<file path="config.mk">
export PLATFORM = sky130hd
export DESIGN_NAME = abort_status_capture
export DESIGN_NICKNAME = d
export VERILOG_FILES = /design/src/rtl/abort_status_pkg.sv /design/src/rtl/abort_status_ctrl.sv /design/src/rtl/abort_status_datapath.sv /design/src/rtl/abort_status_capture.sv
export SDC_FILE = /design/constraint.sdc
export NUM_CORES = 1
export LEC_CHECK = 0
export CORE_MARGIN = 4
export CORE_UTILIZATION = 44
export DETAILED_ROUTE_END_ITERATION = 10
export PLACE_DENSITY = 0.9
export SKIP_CTS_REPAIR_TIMING = 1
export SYNTH_ARGS = -nofsm -noshare
export SYNTH_HDL_FRONTEND = slang
export SYNTH_SLANG_ARGS = --single-unit
</file>
<file path="constraint.sdc">
create_clock -name clk -period 1.8 [get_ports clk]
set_clock_uncertainty 0.2 [all_clocks]
set_input_delay 0.36 -clock clk [delete_from_list [all_inputs] [get_ports clk]]
set_output_delay 0.36 -clock clk [all_outputs]
set_load 0.1 [all_outputs]
</file>
<file path="src/rtl/abort_status_pkg.sv">
package abort_status_pkg;

  // Status word field positions (software decodes these)
  localparam int SizeLsb  = 0;
  localparam int TypeLsb  = 2;
  localparam int CauseLsb = 4;
  localparam int SrcLsb   = 8;

  // Cause bit indices inside the one-hot cause field
  localparam int CauseUndefIdx    = 0;
  localparam int CauseMisalignIdx = 1;
  localparam int CauseProtIdx     = 2;
  localparam int CauseWidth       = 3;

  typedef enum logic [1:0] {
    ACC_DATA_READ  = 2'd0,
    ACC_DATA_WRITE = 2'd1,
    ACC_FETCH      = 2'd2
  } acc_kind_e;

  // Strobes from control to datapath
  typedef struct packed {
    logic                  capture;
    logic                  clearSticky;
    logic                  stickyArm;
    logic [CauseWidth-1:0] causeOneHot;
  } strobe_t;

endpackage

</file>
<file path="src/rtl/abort_status_ctrl.sv">
module abort_status_ctrl
  import abort_status_pkg::*;
#(
  parameter int NumMasters = 2,
  localparam int MasterIdW = (NumMasters > 1) ? $clog2(NumMasters) : 1
) (
  input  logic                  faultUndef,
  input  logic                  faultMisalign,
  input  logic                  faultProt,
  input  logic [MasterIdW-1:0]  faultMaster,
  input  logic [NumMasters-1:0] srcQ,
  input  logic                  rdEn,
  input  logic                  rdAddr,
  output strobe_t               strobes,
  output logic [NumMasters-1:0] abortOut
);

  logic anyCause;
  logic [CauseWidth-1:0] causePick;

  assign anyCause = faultUndef | faultMisalign | faultProt;

  // Fixed priority: undefined, then misaligned, then protection
  always_comb begin
    causePick = '0;
    if (faultUndef)         causePick[CauseUndefIdx]    = 1'b1;
    else if (faultMisalign) causePick[CauseMisalignIdx] = 1'b1;
    else if (faultProt)     causePick[CauseProtIdx]     = 1'b1;
  end

  always_comb begin
    strobes.capture     = anyCause;
    strobes.clearSticky = rdEn & rdAddr;
    strobes.stickyArm   = anyCause & ~srcQ[faultMaster];
    strobes.causeOneHot = causePick;
  end

  // Broadcast to every master
  for (genvar m = 0; m < NumMasters; m++) begin : g_bcast
    assign abortOut[m] = anyCause;
  end

endmodule

</file>
<file path="src/rtl/abort_status_datapath.sv">
module abort_status_datapath
  import abort_status_pkg::*;
#(
  parameter int AddrWidth  = 32,
  parameter int RegWidth   = 32,
  parameter int NumMasters = 2,
  localparam int MasterIdW = (NumMasters > 1) ? $clog2(NumMasters) : 1
) (
  input  logic                  clk,
  input  logic                  rstN,
  input  strobe_t               strobes,
  input  logic [AddrWidth-1:0]  faultAddr,
  input  logic [1:0]            faultSize,
  input  logic [1:0]            faultType,
  input  logic [MasterIdW-1:0]  faultMaster,
  input  logic                  rdEn,
  input  logic                  rdAddr,
  output logic [RegWidth-1:0]   rdData,
  output logic [AddrWidth-1:0]  addrQ,
  output logic [CauseWidth-1:0] causeQ,
  output logic [NumMasters-1:0] srcQ,
  output logic [NumMasters-1:0] stickyQ
);

  localparam int StickyLsb = SrcLsb + NumMasters;

  logic [1:0] sizeQ;
  logic [1:0] typeQ;
  logic [RegWidth-1:0] statusWord;

  always_ff @(posedge clk or negedge rstN) begin
    if (!rstN) begin
      addrQ  <= '0;
      sizeQ  <= '0;
      typeQ  <= '0;
      causeQ <= '0;
      srcQ   <= '0;
    end else if (strobes.capture) begin
      addrQ  <= faultAddr;
      sizeQ  <= faultSize;
      typeQ  <= faultType;
      causeQ <= strobes.causeOneHot;
      srcQ   <= NumMasters'(1) << faultMaster;
    end
  end

  // Per-master sticky flags; a set outranks the read clear
  for (genvar m = 0; m < NumMasters; m++) begin : g_sticky
    logic setHere;
    assign setHere = strobes.stickyArm && (faultMaster == MasterIdW'(m));
    always_ff @(posedge clk or negedge rstN) begin
      if (!rstN)                    stickyQ[m] <= 1'b0;
      else if (setHere)             stickyQ[m] <= 1'b1;
      else if (strobes.clearSticky) stickyQ[m] <= 1'b0;
    end
  end

  always_comb begin
    statusWord = '0;
    statusWord[SizeLsb +: 2]           = sizeQ;
    statusWord[TypeLsb +: 2]           = typeQ;
    statusWord[CauseLsb +: CauseWidth] = causeQ;
    statusWord[SrcLsb +: NumMasters]   = srcQ;
    statusWord[StickyLsb +: NumMasters] = stickyQ;
  end

  always_comb begin
    rdData = '0;
    if (rdEn) begin
      if (rdAddr) rdData = statusWord;
      else        rdData[AddrWidth-1:0] = addrQ;
    end
  end

endmodule

</file>
<file path="src/rtl/abort_status_capture.sv">
module abort_status_capture
  import abort_status_pkg::*;
#(
  parameter int AddrWidth  = 32,
  parameter int RegWidth   = 32,
  parameter int NumMasters = 2,
  localparam int MasterIdW = (NumMasters > 1) ? $clog2(NumMasters) : 1
) (
  input  logic                  clk,
  input  logic                  rstN,
  input  logic                  faultUndef,
  input  logic                  faultMisalign,
  input  logic                  faultProt,
  input  logic [AddrWidth-1:0]  faultAddr,
  input  logic [1:0]            faultSize,
  input  logic [1:0]            faultType,
  input  logic [MasterIdW-1:0]  faultMaster,
  input  logic                  rdEn,
  input  logic                  rdAddr,
  output logic [RegWidth-1:0]   rdData,
  output logic [NumMasters-1:0] abortOut
);

  strobe_t strobes;
  logic [AddrWidth-1:0]  addrQ;
  logic [CauseWidth-1:0] causeQ;
  logic [NumMasters-1:0] srcQ;
  logic [NumMasters-1:0] stickyQ;

  abort_status_ctrl #(.NumMasters(NumMasters)) u_ctrl (
    .faultUndef(faultUndef), .faultMisalign(faultMisalign), .faultProt(faultProt),
    .faultMaster(faultMaster), .srcQ(srcQ), .rdEn(rdEn), .rdAddr(rdAddr),
    .strobes(strobes), .abortOut(abortOut)
  );

  abort_status_datapath #(
    .AddrWidth(AddrWidth), .RegWidth(RegWidth), .NumMasters(NumMasters)
  ) u_dp (
    .clk(clk), .rstN(rstN), .strobes(strobes), .faultAddr(faultAddr),
    .faultSize(faultSize), .faultType(faultType), .faultMaster(faultMaster),
    .rdEn(rdEn), .rdAddr(rdAddr), .rdData(rdData), .addrQ(addrQ),
    .causeQ(causeQ), .srcQ(srcQ), .stickyQ(stickyQ)
  );

endmodule

</file>
# Word level (Yosys, flattened, before mapping)
# Index checks and enable logic that the tools add are counted.
[op_classes] order_cmp=1 n_shift=1 mux=12 bitwise_logic=6 n_reduce_logical=4
[ops] cell="32-bit two-way mux" count=2
[ops] cell="1-bit two-way mux" count=9
[ops] cell="2-bit nonzero test" count=2
[ops] cell="1-bit bitwise AND" count=2
[ops] cell="1-bit logical AND" count=2
[ops] cell="1-bit by 2-bit < comparator with 1-bit output, second input constant" count=1
[ops] cell="2-bit two-way mux" count=1
[ops] cell="1-bit inverter" count=2
[ops] cell="1-bit OR" count=2
[ops] cell="1-bit by 1-bit << shifter with 2-bit output, first input constant" count=1
[totals] ff_bits=43 in_bits=44 elab_cells=31

# Depth between registers and ports, before layout
# Gate-level depths: netlist of the first run.
[depth] word_depth=6 ltp_mapped=4 ltp_nobuf=2

# Hierarchy
# A second synthesis of the first run with hierarchy kept.
[hier_totals] cells_unflattened=154 hier_area_um2=2214.6
[by_module_without_submodules] module="abort_status_datapath" n_inst=1 cells_per_inst=144 area_each_um2=2137.0 seq_area_each_um2=1076.0
[by_module_without_submodules] module="abort_status_ctrl" n_inst=1 cells_per_inst=10 area_each_um2=77.6 seq_area_each_um2=0.0

# Least setup slack after synthesis of the first run
# OpenSTA, ideal clock, no wires.
[synth_timing] path_kind="input port to output port" from="input port rdAddr" to="output port rdData[10]" t_arrival_ns=2.041 t_required_ns=1.240 setup_slack_ns=-0.801 stages=3 cell_sequence="buf_2 > mux2i_1 > nor2b_1"
[synth_via] elab_chain_len=2
[synth_rtl] item="start: declaration" line="abort_status_capture.sv:19" text="input logic rdAddr,"
[synth_rtl] item="32-bit two-way mux" line="abort_status_datapath.sv:70" text="if (rdAddr) rdData = statusWord;"
[synth_rtl] item="32-bit two-way mux" line="abort_status_datapath.sv:69" text="if (rdEn) begin"
[synth_rtl] item="end: declaration" line="abort_status_capture.sv:20" text="output logic [RegWidth-1:0] rdData,"
# No other way between the ends.

# Worst setup path in the final report of the first run
[layout_timing] from="input port faultUndef" to="output port abortOut[1]"
[layout_via] elab_chain_len=2
[layout_rtl] item="start: declaration" line="abort_status_capture.sv:11" text="input logic faultUndef,"
[layout_rtl] item="1-bit OR (2 in a row)" line="abort_status_ctrl.sv:21" text="assign anyCause = faultUndef | faultMisalign | faultProt;"
[layout_rtl] item="end: declaration" line="abort_status_capture.sv:21" text="output logic [NumMasters-1:0] abortOut"
# No other way between the ends.

==> metrics, run 1 <==
status=completed; critical path's largest stage delay=410 ps; Buffers on Ports=77; sequential power share=37.4%; GR Util met1=21.0%; Placement Setup Slack=-414 ps; Max clock buf depth=2; Syn Area/Cell=14.2 sq um; Residual DRC=0; final period utilization=97.8%; remaining antenna violation count=0; Clock Pin Slew Worst Setup and Hold Paths=80 ps; Setup CP Type=input port to primary output; final standard cell utilization of the core=79.5%; GRT overflow=0; delay-heaviest family, CP=buffers and inverters; number of buffers created by CTS=5; cell-by-cell trace of the critical path=dlymetal6s2s_1 -> or3_4 -> buf_6 -> buf_12; WHS Path Cells=3; Final Max Slew Viols=0; RSZ-0062 raised after global routing=false; die height=77.6 microns; Slew headroom=64.9%; CTS tree=done; Req. time, crit path=1240 ps; detailed placer's ending HPWL=3.66 mm; slowest cell on the critical path=or3_4; Clock Power Share=30.3%; Crit. path cell count=4; vias=1481; final wirelength=5.32 mm; syn_nets=194; initial antenna violation count=0; # fillers=256; Pwr Density=778 nW/um^2; Die ar.=6030 sq um; LEAKAGE=1.75 nW; row count=25; Max Cap Viol=0; H-Tree Level Count=2; commonest non-fill, non-tap cell in the layout=dfrtp_1; Via density=4.79; final setup violation count=0; n_diodes=0; Worst EP arrival=1200 ps; met3 Use GR=4.52%; I/O pin count=78; commonest cells after routing, fill and taps aside=dfrtp_1 (43), clkdlybuf4s50_1 (37), mux2_4 (35), buf_12 (35), and2_2 (15); Slew @ Worst Pin=527 ps; sequential area share after synthesis=50.4%; number of global-route vias before repair=1575; Int Power=0.00204 W; Clock Sinks=43; FMAX=568 MHz; area of the core=4720 sq um; Total Power=0.00292 W; Area Overhead vs Synth=76.1%; synth warn=0; GR peak layer=met2; layout cells sized above 1=59.1%; nets=285; Hold Crit Class=input port to register; TritonRoute pass-1 iters=4; GRT Total Usage=16.8%; Skew-Pair Late Insertion Delay=300 ps; Switching Power=0.000882 W; critical path endpoint category=primary output; worst-case reg-to-reg path depth=1; initial core utilization=45.2%; routing usage on met2=28.7%; CTS root buffer=clkbuf_8; setup ws final=40.3 ps; Yosys reg bits=43; pin count of the biggest net entering global routing=44; Combinational Power Share=32.3%; first-pass GRT wire length=7.85 mm; Sw Share=30.2%; WP buf/inv=3; post-detailed-route wirelength per cell=17.2 microns; Startpoint Class=input port; Post-Synthesis Cell Area=2130 sq um; Peak VDD IR=0.482 mV; Cells after Synth=150; Die X=77.6 microns; Max Fanout on Critical Path=3; Final Hold Vio Count=0; Tmin final=1760 ps; Hold Worst Slack=178 ps; Placer Congestion=0.764; Initial DRC Count=32; synth unique cells=24
==> metal layers <==
metal	routed length [microns]	up-vias
met5	0	-
met2	2770	56
met4	31	0
met1	2230	733
met3	283	5
li1	-	687
==> area by class of cell <==
cell class	instances	area [sq um]	share of cell area (%)
inverter	3	11.3	0.300
sequential	43	1080	28.6
multi-input combinational	93	1150	30.5
tap	67	83.8	2.23
clock inverter	3	67.6	1.80
clock buffer	5	68.8	1.83
timing repair buffer	95	1300	34.7
==> Yosys cell counts <==
master / count / area, sq um
buf_4: 2 / 15.0
mux2_2: 1 / 11.3
mux2_4: 35 / 526
o21bai_1: 1 / 7.51
o21a_1: 1 / 7.51
buf_2: 1 / 5.00
buf_6: 2 / 22.5
buf_12: 3 / 60.1
nor2_1: 2 / 7.51
dfrtp_1: 43 / 1080
nor3_1: 1 / 5.00
o31ai_1: 1 / 7.51
nand2_1: 1 / 3.75
clkbuf_1: 3 / 11.3
nor2b_1: 12 / 75.1
or3_1: 1 / 6.26
a22o_1: 1 / 8.76
a21oi_1: 1 / 5.00
mux2i_1: 11 / 110
inv_1: 3 / 11.3
o2bb2ai_1: 1 / 8.76
and2_1: 21 / 131
nand2b_1: 1 / 6.26
o21ai_0: 1 / 5.00
==> worst paths after layout <==
kind	start	endpoint	slack [ps]
setup / recovery	faultUndef	abortOut[1]	40
hold / removal	faultUndef	u_dp.causeQ[1]	180
setup reg to reg	u_dp.addrQ[9]	u_dp.addrQ[9]	800
hold reg to reg	u_dp.addrQ[22]	u_dp.addrQ[22]	310
max in group asynchronous	rstN	u_dp.addrQ[16]	580
min in group asynchronous	rstN	u_dp.sizeQ[0]	460
==> logic make-up (layout without fill, tap and decap cells) <==
group / count (synthesis) / after routing / synth area share [%]
AO/OA/AOI/OAI: 7 / 7 / 2.35
buffers and inverters: 14 / 106 / 5.86
flip-flops: 43 / 43 / 50.4
multiplexers: 47 / 47 / 30.3
AND/OR/NAND/NOR: 39 / 39 / 11.0
==> power groups by stage <==
stage	Clock, W	Sequential (W)	Combinational [W]
3_5_place_dp	0	0.00110	0.000893
4_1_cts	0.000904	0.00108	0.000896
6_report	0.000885	0.00109	0.000944
5_1_grt	0.000935	0.00110	0.000980
2_1_floorplan	0	0.00108	0.000551
3_3_place_gp	0	0.00109	0.000877
==> per-stage QoR <==
| step | instance area [sq um] | std cells | setup TNS [ps] |
|---|---|---|---|
| after CTS | 3560 | 303 | -16390 |
| after detailed placement | 3420 | 295 | -28470 |
| after floorplan | 2240 | 150 | -16.0 |
| final | 3760 | 309 | 0 |
| after global placement | 3420 | 295 | -25230 |
| after global routing | 3760 | 309 | 0 |
==> registers in the layout, indices dropped and copies added, names as in the netlist <==
name	cells
u_dp.sizeQ	2
u_dp.typeQ	2
u_dp.stickyQ	2
u_dp.causeQ	3
u_dp.srcQ	2
u_dp.addrQ	32
Power figures use the tool's default switching activity.
==> inputs of run 2 (changes only) <==
--- a/config.mk
+++ b/config.mk
@@ -8,6 +8,7 @@
 export CORE_MARGIN = 4
 export CORE_UTILIZATION = 44
 export DETAILED_ROUTE_END_ITERATION = 10
+export MAX_ROUTING_LAYER = met4
 export PLACE_DENSITY = 0.9
 export SKIP_CTS_REPAIR_TIMING = 1
 export SYNTH_ARGS = -nofsm -noshare
==> run 2 against run 1 <==
Effect of this change: via count shrank 0.34%; setup slack about the same; clock-buffer cell count did not move; design area unchanged; sequential share of layout area unchanged; largest power group unchanged; highest routed layer unchanged.
==> metrics, run 2 (synthesis results as in run 1) <==
LEAKAGE=1.75 nW (unchanged); Worst Setup SP=faultUndef; Worst EP arrival=1200 ps (about the same); Die X=77.6 microns (unchanged); initial antenna violation count=0 (unchanged); delay-heaviest family, CP=buffers and inverters; critical path endpoint category=primary output; Startpoint Class=input port; GRT Total Usage=17.3% (+0.47 points); Max Fanout on Critical Path=3 (unchanged); Placer Congestion=0.774 (+1.3%); H-Tree Level Count=2 (unchanged); die height=77.6 microns (unchanged); Slew @ Worst Pin=528 ps (+0.648 ps); worst-case reg-to-reg path depth=1 (unchanged); number of global-route vias before repair=1580 (+0.32%); final period utilization=97.8% (about the same); Hold Worst Slack=178 ps (+0.239 ps); layout cells sized above 1=59.1% (unchanged); Initial DRC Count=51 (+59%); Area Overhead vs Synth=76.1% (unchanged); Req. time, crit path=1240 ps (about the same); reg2reg start=u_dp.addrQ[9]; Clock Sinks=43 (unchanged); Skew-Pair Late Insertion Delay=290 ps (about the same); row count=25 (unchanged); FF-to-FF setup slack=800 ps (about the same); critical path's largest stage delay=410 ps (about the same); commonest non-fill, non-tap cell in the layout=dfrtp_1; Pwr Density=778 nW/um^2 (about the same); Max Cap Viol=0 (unchanged); first-pass GRT wire length=7.83 mm (-0.27%); number of flip-flops in the largest register=32 (unchanged); post-detailed-route wirelength per cell=17.2 microns (+0.15%); Final Hold Vio Count=0 (unchanged); Slew headroom=64.8% (about the same); cell-by-cell trace of the critical path=dlymetal6s2s_1 -> or3_4 -> buf_6 -> buf_12; initial core utilization=45.2% (unchanged); Fin Setup TNS=0 ps (unchanged); CTS root buffer=clkbuf_8; Setup CP Type=input port to primary output; Max clock buf depth=2 (unchanged); TritonRoute pass-1 iters=4 (unchanged); Peak VDD IR=0.482 mV (about the same); WHS Path Cells=3 (unchanged); Buffers on Ports=77 (unchanged); Total Power=0.00292 W (about the same); Biggest register=u_dp.addrQ; final wirelength=5.33 mm (+0.15%); Hold Crit Class=input port to register; area occupied by multi-input gates=1150 sq um (unchanged); nets=285 (unchanged); commonest cells after routing, fill and taps aside=dfrtp_1 (43), clkdlybuf4s50_1 (37), mux2_4 (35), buf_12 (35), and2_2 (15); Clock Pin Slew Worst Setup and Hold Paths=80 ps (about the same); HP Start=faultUndef; top flop regs=u_dp.addrQ (32), u_dp.causeQ (3); I/O pin count=78 (unchanged); Residual DRC=0 (unchanged); GRT overflow=0 (unchanged); FMAX=568 MHz (about the same); number of buffers created by CTS=5 (unchanged); remaining antenna violation count=0 (unchanged); Via density=4.78 (-0.34%); # fillers=256 (unchanged); CTS tree=done; slowest cell on the critical path=or3_4; Worst Hold End=u_dp.causeQ[1]; Die ar.=6030 sq um (unchanged); Final Max Slew Viols=0 (unchanged); FF/Latch Area=1080 sq um (unchanged); status=completed; pin count of the biggest net entering global routing=44 (unchanged); RSZ-0062 raised after global routing=false; area of the core=4720 sq um (unchanged); vias=1476 (-0.34%); final setup violation count=0 (unchanged); WP buf/inv=3 (unchanged); n_diodes=0 (unchanged); final standard cell utilization of the core=79.5% (unchanged); detailed placer's ending HPWL=3.66 mm (unchanged); FF-to-FF End=u_dp.addrQ[9]; Tmin final=1760 ps (+0.297 ps)
-- run 2: metrics by stage --
stage,std cells,setup slack [ps],cell area [sq um]
after floorplan,150,-7.99,2240
after global placement,295,-417,3420
after detailed placement,295,-414,3420
after CTS,303,-422,3560
after global routing,309,19.7,3760
final,309,40.0,3760
-- run 2: routing by layer --
layer / routed length (microns) / up-vias / track usage, %
met3: 269 / 5 / 3.71
met2: 2760 / 54 / 28.7
met5: 0 / - / -
li1: - / 685 / -
met4: 31 / 0 / 4.27
met1: 2260 / 732 / 21.6
-- run 2: layout make-up --
cell class,count,area share [%]
inverter,3,0.300
timing repair buffer,95,34.7
sequential,43,28.6
multi-input combinational,93,30.5
clock buffer,5,1.83
clock inverter,3,1.80
tap,67,2.23
-- run 2: worst max path at each step --
stage                       end  slack, ps  cells past startpoint
finish              abortOut[1]         40                      4
global route        abortOut[0]         20                      4
CTS                   rdData[9]       -420                      5
detailed placement    rdData[9]       -410                      5
global placement      rdData[8]       -420                      5
floorplan           abortOut[0]         -8                      4
-- run 2: where the power goes --
part | internal (W) | leakage, nW | switching [W]
clock network | 0.000553 | 0.0644 | 0.000333
registers | 0.00104 | 0.504 | 0.0000544
logic | 0.000449 | 1.19 | 0.000495
==> inputs of run 3 (changes only) <==
--- a/config.mk
+++ b/config.mk
@@ -5,7 +5,7 @@
 export SDC_FILE = /design/constraint.sdc
 export NUM_CORES = 1
 export LEC_CHECK = 0
-export CORE_MARGIN = 4
+export CORE_MARGIN = 2
 export CORE_UTILIZATION = 44
 export DETAILED_ROUTE_END_ITERATION = 10
 export MAX_ROUTING_LAYER = met4
==> run 3 against run 2 <==
Effect of this change: clock power shrank 0.5%; via count fell by 1.0%; fmax decreased by 1.9%; critical endpoint is now abortOut[0]; largest power group unchanged.
==> metrics, run 3 (synthesis results as in run 1) <==
status=completed; Fin Setup TNS=0 ps (unchanged); post-detailed-route wirelength per cell=17.6 microns (+1.9%); I/O pin count=78 (unchanged); Worst EP arrival=1230 ps (+30 ps); Biggest register=u_dp.addrQ; WL met2=2.89 mm (+4.6%); initial antenna violation count=0 (unchanged); Placement Setup Slack=-462 ps (-47.3 ps); FF/Latch Area=1080 sq um (unchanged); met3 WL post-DR=235 microns (-13%); FF-to-FF setup slack=790 ps (about the same); Die ar.=5420 sq um (-10%); Initial DRC Count=55 (+7.8%); CTS tree=done; nets=284 (-0.35%); commonest non-fill, non-tap cell in the layout=dfrtp_1; Final Max Slew Viols=0 (unchanged); final wirelength=5.18 mm (-2.7%); slowest cell on the critical path=or3_4; remaining antenna violation count=0 (unchanged); Tmin final=1790 ps (+33.8 ps); Skew-Pair Late Insertion Delay=290 ps (about the same); GRT overflow=0 (unchanged); area occupied by multi-input gates=1190 sq um (+3.6%); number of global-route vias before repair=1543 (-2.3%); die height=73.6 microns (-5.2%); Slew @ Worst Pin=211 ps (-316 ps); Area Overhead vs Synth=78.0%; Residual DRC=0 (unchanged); Startpoint Class=input port; Hold Crit Class=input port to register; Pwr Density=775 nW/um^2 (-0.40%); # fillers=263 (+2.7%); layout cells sized above 1=58.5% (-0.58 points); CTS root buffer=clkbuf_8; vias=1461 (-1.0%); n_diodes=0 (unchanged); Max clock buf depth=2 (unchanged); Slew headroom=85.6% (+21 points); Setup CP Type=input port to primary output; Clock Sinks=43 (unchanged); Met1 Wirelength=1.98 mm (-12%); LEAKAGE=1.77 nW (+1.0%); Die X=73.6 microns (-5.2%); FMAX=557 MHz (-1.9%); Placer Congestion=0.746 (-3.6%); initial core utilization=45.5% (+0.30 points); delay-heaviest family, CP=buffers and inverters; Clock Pin Slew Worst Setup and Hold Paths=80 ps (about the same); number of flip-flops in the largest register=32 (unchanged); cell-by-cell trace of the critical path=dlymetal6s2s_1 -> or3_4 -> buf_12 -> buf_12; Via density=4.95 (+3.7%); Final Hold Vio Count=0 (unchanged); commonest cells after routing, fill and taps aside=dfrtp_1 (43), buf_12 (38), clkdlybuf4s50_1 (37), mux2_4 (35), nor2b_4 (12); Max Fanout on Critical Path=3 (unchanged); GRT Total Usage=18.8% (+1.5 points); pin count of the biggest net entering global routing=44 (unchanged); final period utilization=99.7% (+1.9 points); top flop regs=u_dp.addrQ (32), u_dp.causeQ (3); WP buf/inv=3 (unchanged); Req. time, crit path=1240 ps (about the same); H-Tree Level Count=2 (unchanged); detailed placer's ending HPWL=3.42 mm (-6.4%); row count=25 (unchanged); max layer used=met4; setup ws final=6.25 ps (-33.8 ps); number of buffers created by CTS=5 (unchanged); TritonRoute pass-1 iters=2 (-2); Buffers on Ports=77 (unchanged); Total Power=0.00294 W (+0.69%); critical path's most frequent cell=buf_12; Peak VDD IR=0.512 mV (+6.2%); final setup violation count=0 (unchanged); first-pass GRT wire length=7.37 mm (-5.9%); area of the core=4690 sq um (-0.66%); Max Cap Viol=0 (unchanged); critical path's largest stage delay=430 ps (+20 ps); critical path endpoint category=primary output
==> run 3: layout make-up <==
type                    count  area share [%]
clock buffers               6            1.91
clock inverters             2            1.58
inverters                   3           0.297
multi-input cells          93            31.3
flip-flops and latches     43            28.3
well taps                  54            1.78
repair buffers             94            34.8
==> run 3: worst paths after layout <==
| path | startpoint | endpoint | depth (start not counted) |
|---|---|---|---|
| max | faultProt | abortOut[0] | 4 |
| min | faultMisalign | u_dp.causeQ[2] | 3 |
| max reg2reg | u_dp.sizeQ[1] | u_dp.sizeQ[1] | 1 |
| min reg2reg | u_dp.srcQ[1] | u_dp.stickyQ[1] | 1 |
| max in group asynchronous | rstN | u_dp.typeQ[1] | 3 |
| min in group asynchronous | rstN | u_dp.addrQ[15] | 3 |
==> run 3: through the flow <==
stage / area, sq um / instances / util [%] / hold WS (ps)
after floorplan: 2240 / 150 / - / -136
after global routing: 3800 / 295 / 80.9 / 188
after detailed placement: 3440 / 281 / 73.2 / 154
after global placement: 3440 / 281 / 73.2 / 147
after CTS: 3570 / 289 / 76.1 / -167
final: 3800 / 295 / 80.9 / 182
==> run 3: tightest hold or removal path, delay by kind of cell <==
kind / cells / cell delay [ps]
buffers and inverters: 2 / 240
and+or+nand+nor: 1 / 50
==> run 3: report_power, final <==
part	switching [W]	internal [W]	total, W
Clock	0.000329	0.000555	0.000883
Combinational	0.000497	0.000465	0.000962
Sequential	0.0000607	0.00104	0.00110
==> run 3: metal layers <==
layer  global-route usage (%)  up-vias
li1                         -      676
met1                     21.0      737
met2                     32.4       42
met3                     5.49        6
met4                     5.45        0
met5                        -        -
